## config.mk

```make
export PLATFORM = sky130hd
export DESIGN_NAME = regport_top
export DESIGN_NICKNAME = d
export VERILOG_FILES = /design/src/rtl/regport_pkg.sv /design/src/rtl/regport_ptr.sv /design/src/rtl/regport_cfg.sv /design/src/rtl/regport_irq.sv /design/src/rtl/regport_top.sv
export SDC_FILE = /design/constraint.sdc
export NUM_CORES = 1
export LEC_CHECK = 0
export ABC_AREA = 1
export CAP_MARGIN = 30
export CORE_ASPECT_RATIO = 1.5
export CORE_MARGIN = 2
export CORE_UTILIZATION = 35
export DETAILED_ROUTE_END_ITERATION = 7
export GPL_TIMING_DRIVEN = 0
export PLACE_DENSITY = 0.59
export SLEW_MARGIN = 20
export SYNTH_ARGS = -nofsm -noshare
export SYNTH_HDL_FRONTEND = slang
export SYNTH_HIERARCHICAL = 1
export SYNTH_SLANG_ARGS = --single-unit
```

## constraint.sdc

```tcl
create_clock -name clk -period 3.4 [get_ports clk]
set_clock_uncertainty 0.15 [all_clocks]
set_input_delay 0.85 -clock clk [delete_from_list [all_inputs] [get_ports clk]]
set_output_delay 0.85 -clock clk [all_outputs]
set_load 0.005 [all_outputs]
```

## src/rtl/regport_pkg.sv

```systemverilog
package regport_pkg;

    localparam int DW = 8;
    localparam int AW = 8;
    localparam int SW = 2 * DW;
    localparam int VW = 5;
    localparam int OW = 3;

    typedef enum logic [AW-1:0] {
        A_REV    = 8'h01,
        A_VSEL   = 8'h03,
        A_OFF    = 8'h14,
        A_OSC    = 8'h15,
        A_MSK_LO = 8'h17,
        A_MSK_HI = 8'h18,
        A_STS_LO = 8'h19,
        A_STS_HI = 8'h1A,
        A_ACK_LO = 8'h1B,
        A_ACK_HI = 8'h1C
    } reg_addr_e;

    localparam logic [DW-1:0] REV_CODE = 8'h22;
    localparam logic [VW-1:0] VSEL_RST = 5'h05;
    localparam logic [VW-1:0] VSEL_MAX = 5'h12;
    localparam logic [OW-1:0] OSC_RST  = 3'b001;
    localparam logic [SW-1:0] MSK_RST  = 16'h0FFF;

    localparam int B_TICK   = 8;
    localparam int B_ALARM  = 9;
    localparam int B_CLKERR = 10;
    localparam int B_BUTTON = 11;

    typedef struct packed {
        logic button;
        logic clkerr;
        logic alarm;
        logic tick;
    } evt_t;

    function automatic logic [VW-1:0] vsel_limit(input logic [VW-1:0] v);
        return (v > VSEL_MAX) ? VSEL_MAX : v;
    endfunction

endpackage

```

## src/rtl/regport_ptr.sv

```systemverilog
module regport_ptr
    import regport_pkg::*;
(
    input  logic          clk,
    input  logic          rst,
    input  logic          wr_start,
    input  logic          wr_byte,
    input  logic          rd_byte,
    input  logic [DW-1:0] wdata,
    output logic          wr_en,
    output logic          rd_en,
    output logic [AW-1:0] addr
);
    logic          first_q;
    logic [AW-1:0] ptr_q;

    always_ff @(posedge clk) begin
        if (rst) begin
            first_q <= 1'b0;
            ptr_q   <= '0;
        end else if (wr_start) begin
            first_q <= 1'b1;
        end else if (wr_byte) begin
            if (first_q) begin
                ptr_q   <= wdata[AW-1:0];
                first_q <= 1'b0;
            end else begin
                ptr_q <= ptr_q + 1'b1;
            end
        end else if (rd_byte) begin
            ptr_q <= ptr_q + 1'b1;
        end
    end

    assign wr_en = wr_byte & ~first_q & ~wr_start;
    assign rd_en = rd_byte & ~wr_byte & ~wr_start;
    assign addr  = ptr_q;

    // the address byte lands in the pointer and disarms the flag
    a_r1_addr_load: assert property (@(posedge clk) disable iff (rst)
        (wr_byte && first_q && !wr_start) |=> (ptr_q == $past(wdata)) && !first_q);

    // data bytes advance the pointer by one, with wrap
    a_r2_wr_advance: assert property (@(posedge clk) disable iff (rst)
        wr_en |=> ptr_q == AW'($past(ptr_q) + 1));

    // reads advance the pointer by one, with wrap
    a_r3_rd_advance: assert property (@(posedge clk) disable iff (rst)
        rd_en |=> ptr_q == AW'($past(ptr_q) + 1));

endmodule

```

## src/rtl/regport_cfg.sv

```systemverilog
module regport_cfg
    import regport_pkg::*;
(
    input  logic          clk,
    input  logic          rst,
    input  logic          wr_en,
    input  logic [AW-1:0] addr,
    input  logic [DW-1:0] wdata,
    output logic [VW-1:0] vsel,
    output logic [OW-1:0] osc,
    output logic          soft_rst
);
    logic [VW-1:0] vsel_q;
    logic [OW-1:0] osc_q;

    assign soft_rst = wr_en && (addr == A_OFF) && wdata[0];

    always_ff @(posedge clk) begin
        if (rst || soft_rst) begin
            vsel_q <= VSEL_RST;
            osc_q  <= OSC_RST;
        end else if (wr_en) begin
            if (addr == A_VSEL) vsel_q <= vsel_limit(wdata[VW-1:0]);
            if (addr == A_OSC)  osc_q  <= wdata[OW-1:0];
        end
    end

    assign vsel = vsel_q;
    assign osc  = osc_q;

    // the stored voltage select never exceeds its ceiling
    a_r12_vsel_ceiling: assert property (@(posedge clk) disable iff (rst)
        vsel_q <= VSEL_MAX);

    // the self-reset command restores defaults
    a_r13_soft_defaults: assert property (@(posedge clk) disable iff (rst)
        soft_rst |=> (vsel_q == VSEL_RST) && (osc_q == OSC_RST));

endmodule

```

## src/rtl/regport_irq.sv

```systemverilog
module regport_irq
    import regport_pkg::*;
(
    input  logic          clk,
    input  logic          rst,
    input  logic          soft_rst,
    input  logic          wr_en,
    input  logic [AW-1:0] addr,
    input  logic [DW-1:0] wdata,
    input  logic          ev_tick,
    input  logic          ev_alarm,
    input  logic          ev_clkerr,
    input  logic          btn,
    output logic [SW-1:0] mask,
    output logic [SW-1:0] status,
    output logic          irq
);
    logic [SW-1:0] mask_q, status_q, set_v, ack_v;
    logic          btn_q;
    evt_t          ev;

    always_ff @(posedge clk) begin
        if (rst) btn_q <= 1'b0;
        else     btn_q <= btn;
    end

    always_comb begin
        ev.tick   = ev_tick;
        ev.alarm  = ev_alarm;
        ev.clkerr = ev_clkerr;
        ev.button = btn & ~btn_q;
        set_v = '0;
        set_v[B_TICK]   = ev.tick;
        set_v[B_ALARM]  = ev.alarm;
        set_v[B_CLKERR] = ev.clkerr;
        set_v[B_BUTTON] = ev.button;
        ack_v = '0;
        if (wr_en && addr == A_ACK_LO) ack_v[DW-1:0]  = wdata;
        if (wr_en && addr == A_ACK_HI) ack_v[SW-1:DW] = wdata;
    end

    always_ff @(posedge clk) begin
        if (rst || soft_rst) begin
            mask_q   <= MSK_RST;
            status_q <= '0;
        end else begin
            status_q <= (status_q & ~ack_v) | set_v;
            if (wr_en && addr == A_MSK_LO) mask_q[DW-1:0]  <= wdata;
            if (wr_en && addr == A_MSK_HI) mask_q[SW-1:DW] <= wdata;
        end
    end

    assign mask   = mask_q;
    assign status = status_q;
    assign irq    = |(status_q & ~mask_q);

    // a tick pulse is recorded
    a_r8_tick_sets: assert property (@(posedge clk) disable iff (rst)
        (ev_tick && !soft_rst) |=> status_q[B_TICK]);

    // a same-cycle acknowledge does not defeat a new alarm
    a_r9_event_wins: assert property (@(posedge clk) disable iff (rst)
        (ev_alarm && wr_en && addr == A_ACK_HI && wdata[1] && !soft_rst)
            |=> status_q[B_ALARM]);

    // acknowledge clears the alarm bit when no new alarm arrives
    a_r7_ack_clears: assert property (@(posedge clk) disable iff (rst)
        (wr_en && addr == A_ACK_HI && wdata[1] && !ev_alarm) |=> !status_q[B_ALARM]);

    // a low-byte mask write leaves the high byte alone
    a_r5_mask_lo_only: assert property (@(posedge clk) disable iff (rst)
        (wr_en && addr == A_MSK_LO && !soft_rst)
            |=> (mask_q[DW-1:0] == $past(wdata)) && (mask_q[SW-1:DW] == $past(mask_q[SW-1:DW])));

    // a fully masked word cannot interrupt
    a_r10_all_masked: assert property (@(posedge clk) disable iff (rst)
        (mask_q == '1) |-> !irq);

endmodule

```

## src/rtl/regport_top.sv

```systemverilog
module regport_top
    import regport_pkg::*;
(
    input  logic       clk,
    input  logic       rst,
    input  logic       wr_start,
    input  logic       wr_byte,
    input  logic       rd_byte,
    input  logic [7:0] wdata,
    input  logic       ev_tick,
    input  logic       ev_alarm,
    input  logic       ev_clkerr,
    input  logic       btn,
    output logic [7:0] rdata,
    output logic       irq
);
    logic          wr_en, rd_en, soft_rst;
    logic [AW-1:0] addr;
    logic [VW-1:0] vsel;
    logic [OW-1:0] osc;
    logic [SW-1:0] mask, status;
    logic [DW-1:0] rd_val;
    logic [DW-1:0] rdata_q;

    regport_ptr u_ptr (
        .clk(clk), .rst(rst), .wr_start(wr_start), .wr_byte(wr_byte),
        .rd_byte(rd_byte), .wdata(wdata), .wr_en(wr_en), .rd_en(rd_en), .addr(addr)
    );

    regport_cfg u_cfg (
        .clk(clk), .rst(rst), .wr_en(wr_en), .addr(addr), .wdata(wdata),
        .vsel(vsel), .osc(osc), .soft_rst(soft_rst)
    );

    regport_irq u_irq (
        .clk(clk), .rst(rst), .soft_rst(soft_rst), .wr_en(wr_en), .addr(addr),
        .wdata(wdata), .ev_tick(ev_tick), .ev_alarm(ev_alarm), .ev_clkerr(ev_clkerr),
        .btn(btn), .mask(mask), .status(status), .irq(irq)
    );

    always_comb begin
        case (addr)
            A_REV:    rd_val = REV_CODE;
            A_VSEL:   rd_val = DW'(vsel);
            A_OSC:    rd_val = {1'b1, {(DW-OW-1){1'b0}}, osc};
            A_MSK_LO: rd_val = mask[DW-1:0];
            A_MSK_HI: rd_val = mask[SW-1:DW];
            A_STS_LO: rd_val = status[DW-1:0];
            A_STS_HI: rd_val = status[SW-1:DW];
            default:  rd_val = '0;
        endcase
    end

    always_ff @(posedge clk) begin
        if (rst)        rdata_q <= '0;
        else if (rd_en) rdata_q <= rd_val;
    end

    assign rdata = rdata_q;

    // reset leaves the interrupt and read byte low
    a_r4_reset_quiet: assert property (@(posedge clk)
        rst |=> !irq && (rdata == 8'h00));

    // the revision code is fixed
    a_r11_revision: assert property (@(posedge clk) disable iff (rst)
        (rd_en && addr == A_REV) |=> rdata == 8'h22);

    // acknowledge registers read as zero
    a_r7_ack_reads_zero: assert property (@(posedge clk) disable iff (rst)
        (rd_en && (addr == A_ACK_LO || addr == A_ACK_HI)) |=> rdata == 8'h00);

endmodule

```

Yosys cells after proc, flatten, opt, wreduce, memory -nomap -nowiden. Index checks and enable logic that the tools add are counted.

Register bits: 58. Bits of input ports: 17. Output and inout port bits: 9. Word-level logic and storage cells: 57.

$add $sub $neg: 1. $lt $le $gt $ge: 1. Equality and inequality tests: 10. Muxes and demuxes: 9. Bitwise operators: 14. Reduce and logical (&&, ||, !) cells: 13.

Operators with widths (number): 8-bit by 5-bit equality test with 1-bit output (second input constant) (8); 8-bit case mux with 7 select lines (1); 8-bit 2-to-1 mux (5); 16-bit bitwise AND (2); 16-bit NOT (2); 16-bit by 12-bit bitwise OR with 16-bit output (1); 16-bit OR reduction (1); 8-bit by 1-bit adder with 8-bit output (second input constant) (1); 8-bit by 1-bit equality test with 1-bit output (second input constant) (1); 8-bit by 2-bit equality test with 1-bit output (second input constant) (1); 1-bit logical AND (6); 2-bit AND reduction (3); 1-bit bitwise AND (5); 5-bit greater-than comparator (second input constant) (1); 5-bit 2-to-1 mux (1); 1-bit NOT (4); 2-bit nonzero test (2); 1-bit 2-to-1 mux (2); 1-bit logical OR (1).

Longest topological paths before layout. Gate-level depths: netlist of run 1.

Depth in word-level cells: 8. Gate-level depth with buffers: 11. Mapped depth without buffers: 11.

Modules after synthesis. The synthesis of run 1 kept the hierarchy.

Modules (own cells, without submodules): regport_irq (times used 1, cells each 185, area an instance 1448.9 um^2, sequential area each 660.6 um^2); regport_top (times used 1, cells each 136, area an instance 808.3 um^2, sequential area each 160.2 um^2); regport_ptr (times used 1, cells each 85, area an instance 566.8 um^2, sequential area each 180.2 um^2); regport_cfg (times used 1, cells each 68, area an instance 471.7 um^2, sequential area each 160.2 um^2).

Worst setup path before layout of run 1. OpenSTA, ideal clock, no wires.

Path type: input-to-reg. Start: input port wr_byte. End: register u_irq.status_q[0], in the netlist u_irq/status[0]. Setup time: 0.117 ns. Arrival: 2.016 ns. Data required time: 3.133 ns. Path slack: 1.117 ns. Stages: 10. Buffers on the path: 1. Path through: inv_2 nor3_1 nand2_1 inv_1 nand3_2 nor2_4 nor2_2 inv_2 buf_2 nor2_1.

Elaborated cells on any way between the ends: 10. Those cells by class: mux: 1; bitwise: 5; reduce/logical: 4.

RTL lines: start: declaration (RTL line regport_top.sv:7) `input logic wr_byte,`; 1-bit bitwise AND (2 in series) (RTL line regport_ptr.sv:35) `assign wr_en = wr_byte & ~first_q & ~wr_start;`; named net wr_en (RTL line regport_top.sv:17) `logic wr_en, rd_en, soft_rst;`; 1-bit logical AND (2 in series) (RTL line regport_cfg.sv:16) `assign soft_rst = wr_en && (addr == A_OFF) && wdata[0];`; named net soft_rst (RTL line regport_top.sv:17); 1-bit logical OR (RTL line regport_irq.sv:43) `if (rst || soft_rst) begin`; end signal: assignment (RTL line regport_irq.sv:47) `status_q <= (status_q & ~ack_v) | set_v;`; end: declaration (RTL line regport_irq.sv:18) `logic [SW-1:0] mask_q, status_q, set_v, ack_v;`.

The timed path passes the listed nets, and every way through them passes these cells. A chain may end at the register's enable or synchronous reset.

Final worst setup path of run 1.
Start: input port wr_byte. End: register u_irq.status_q[1], in the netlist u_irq/status[1].

The elaborated chain is that of the path after synthesis.

==> run_results.csv, run 1 <==
group,metric,value,unit
outcome,status,"finished, final reports clean",
place,place.gp.congestion,0.838,
routing,vias_per_cell,4.99,
clocking,clkTransAtPathRegs,0.05,ns
flow_run,drv_cap,0,
global_routing,grt.overflow.total,0,
worst_setup_path,max_stage_delay,0.59,ns
routing,antenna_left,0,
yosys,synth_common_cells,"nand2_1, nand3_1, inv_1",
finish,drive_gt1_share,16.5,%
sta,fin_setup_tns,0,ns
yosys,synth_edf_count,0,
routing,wirelength,9240,microns
worst_setup_path,required,3.46,ns
worst_setup_path,startpoint_type,"input port",
hold_path,hold_class,"flop to flop",
clocking,cts_tree,"done",
clocking,clock_path_buffers,2,
global_routing,grt_first_pass_wirelength,15400,microns
routing,detail_route.wl_per_cell,14.7,microns
global_routing,antenna_found_initial,0,
place,io_buffer_count,25,
yosys,yosysWarnings,6,
floorplan,die_width,83.2,microns
sta,timing.hold.ws,0.311,ns
yosys,async_flop_share,0,%
finish,layout.nets,528,
power,ir_drop,266,uV
yosys,synth_top_area_share,35.2,%
global_routing,gr-usage-all-layers,19.5,%
yosys,yosysTopAreaCell,"dfxtp_1",
routing,first_iter_violations,125,
power,p_leak,1.71,nW
routing,first_pass_iters,4,
worst_setup_path,critPathSlowestCell,"nor3_1",
clocking,h-tree-depth,3,
global_routing,grt_max_degree,14,
yosys,synth_mux_area_share,0.304,%
finish,diodes,0,
yosys,synth.top_cells.by_area,"dfxtp_1, nand2_1, nand3_1",
yosys,synthAdderAreaFrac,0.380,%
sta,final_hold_viol_count,0,
clocking,cts_made_buffers,9,
clocking,post_cts_resized,0,
worst_setup_path,critPathTopFamily,"simple AND/OR/NAND/NOR gates",
floorplan,ioPinCount,26,
floorplan,row_count,43,
floorplan,fp.dieH,123,microns
finish,ff_latch_area,1160,sq um
routing,via_count,3128,
yosys,synth_seq_cells,58,
yosys,synth_xor_area_share,0.532,%
sta,final.setup.worst_slack,0.291,ns
floorplan,die_area,10200,sq um
yosys,synth-compound-area-share,13.6,%
clocking,cts_setup_buffers,0,
finish,n_fill_cell,962,
worst_setup_path,crit_type,"input port to flop",
sta,worst_slew_pin_slew,0.767,ns
clocking,clock-sinks,58,
sta,drv_slew,0,
floorplan,fp.coreArea,9200,sq um
worst_setup_path,path_max_fanout,10,
floorplan,initial_core_util,35.8,%
place,dp_hpwl,6990,microns
yosys,yosysMostFrequentCell,"nand2_1",
sta,clock.fmax,322,MHz
yosys,syn_nets,492,
worst_setup_path,critical_path_arrival,3.17,ns
yosys,ys_seq_area_share,35.2,%
sta,period_share,91.4,%
worst_setup_path,cp-end-kind,"flop",
yosys,postSynthCellCount,474,
yosys,synth_top_family_by_area,"simple AND/OR/NAND/NOR gates",
worst_setup_path,crit_buf_inv,5,
clocking,cts_hold_buf,0,
sta,rsz0062_at_grt,"no",
power,p_per_area,446,nW/um^2
yosys,avgSynthCellArea,6.95,sq um
place,pre_cts_ws,-0.0877,ns
finish,multi_input_area,1790,sq um
sta,fin_crit,3.11,ns
yosys,syn_area,3300,sq um
clocking,clockRootBuffer,"clkbuf_16",
yosys,ys_types,33,
worst_setup_path,crit_top_cell,"inv_2",
global_routing,grt_pass1_vias,3164,
finish,syn_to_final_growth,20.5,%
finish,utilization,43.2,%
clocking,clkLatencyLatePin,0.33,ns
worst_setup_path,crit_chain,"clkdlybuf4s50_1 -> inv_2 -> nor3_1 -> nand2_1 -> inv_1 -> nand3_2 -> nor2_4 -> nor2_2 -> inv_2 -> buf_2 -> nor2_1",
sta,maxSlewHeadroom,48.5,%
yosys,synth-simple-area-share,39.6,%
routing,post-route-drc-count,0,
power,power.total,1.77,mW
yosys,synth_ff_type,"dfxtp_1",
sta,setup_viol,0,
## area by class of cell
class	count	share of cell area, %
clock buffer	14	6.90
inverter	71	6.81
buffer	9	1.80
sequential	58	29.2
timing repair buffer	25	6.30
clock inverter	2	0.252
tap	112	3.53
multi-input combinational	336	45.2
## logic make-up after synthesis
logic type | count (synthesis)
fa+ha+maj | 1
buf+inv | 80
compound gates | 71
simple gates | 261
mux | 1
flops | 58
xor+xnor | 2
## layout by cell type (no fill, tap or decap), drive strengths merged, types with 2 or more instances in the layout
| master | count |
|---|---|
| nor2 | 72 |
| clkbuf | 14 |
| a21oi | 27 |
| nand3 | 68 |
| xnor2 | 2 |
| inv | 70 |
| clkdlybuf4s50 | 25 |
| dfxtp | 58 |
| nor3 | 6 |
| o21ai | 31 |
| nand4 | 7 |
| buf | 9 |
| nand2 | 107 |
| o211ai | 8 |
| o22ai | 4 |
| clkinv | 3 |
## state kept, by name (all words and copies together) (netlist names)
| name | cells |
|---|---|
| u_irq/mask | 16 |
| u_cfg/vsel | 5 |
| rdata | 8 |
| u_ptr/addr | 8 |
| u_cfg/osc | 3 |
| u_ptr/first_q | 1 |
| u_irq/btn_q | 1 |
| u_irq/status | 16 |
## worst paths after layout
| path | to | depth (start not counted) | from | slack, ns |
|---|---|---|---|---|
| max reg2reg | u_irq/status[1]$_SDFF_PP0_ | 9 | u_ptr/first_q$_SDFFE_PP0P_ | 1.03 |
| max | u_irq/status[1]$_SDFF_PP0_ | 11 | wr_byte | 0.29 |
| min reg2reg | rdata[4]$_SDFFE_PP0P_ | 2 | rdata[4]$_SDFFE_PP0P_ | 0.31 |
| min | rdata[4]$_SDFFE_PP0P_ | 2 | rdata[4]$_SDFFE_PP0P_ | 0.31 |
## metal layers
| layer | vias up | track usage (%) | wire [microns] |
|---|---|---|---|
| li1 | 1611 | - | - |
| met4 | 0 | 10.0 | 239 |
| met5 | - | 0 | 0 |
| met1 | 1423 | 19.5 | 3650 |
| met2 | 74 | 37.2 | 4940 |
| met3 | 20 | 4.77 | 409 |
## worst reg2reg max path, stage by stage, from the launching register on
cell and delay, ns:
dfxtp_1 0.32, nor3_1 0.64, nand2_1 0.12, inv_1 0.09
nand3_2 0.11, nor2_4 0.13, nor2_2 0.12, inv_2 0.19
buf_2 0.30, nor2_1 0.09
## power breakdown
group / internal (mW) / total (mW) / leakage [nW] / switching, mW
combinational: 0.0657 / 0.189 / 1.10 / 0.123
clock: 0.550 / 0.862 / 0.143 / 0.312
sequential: 0.693 / 0.719 / 0.471 / 0.0257
total: 1.31 / 1.77 / 1.71 / 0.461
## through the flow
| stage | cell area, sq um | cells |
|---|---|---|
| 2_1_floorplan | 3300 | 474 |
| 3_3_place_gp | 3690 | 611 |
| 3_5_place_dp | 3690 | 611 |
| 4_1_cts | 3970 | 627 |
| 5_1_grt | 3970 | 627 |
| 6_report | 3970 | 627 |
Power figures use the tool's default switching activity.
==> run 2: changes to the inputs <==
--- a/config.mk
+++ b/config.mk
@@ -6,10 +6,12 @@
 export NUM_CORES = 1
 export LEC_CHECK = 0
 export ABC_AREA = 1
+export ABC_CLOCK_PERIOD_IN_PS = 3400
 export CAP_MARGIN = 30
 export CORE_ASPECT_RATIO = 1.5
 export CORE_MARGIN = 2
 export CORE_UTILIZATION = 35
+export CTS_CLUSTER_SIZE = 14
 export DETAILED_ROUTE_END_ITERATION = 7
 export GPL_TIMING_DRIVEN = 0
 export PLACE_DENSITY = 0.59
==> results of run 2 <==
The final DEF is identical to that of run 1; final timing and power are the same.
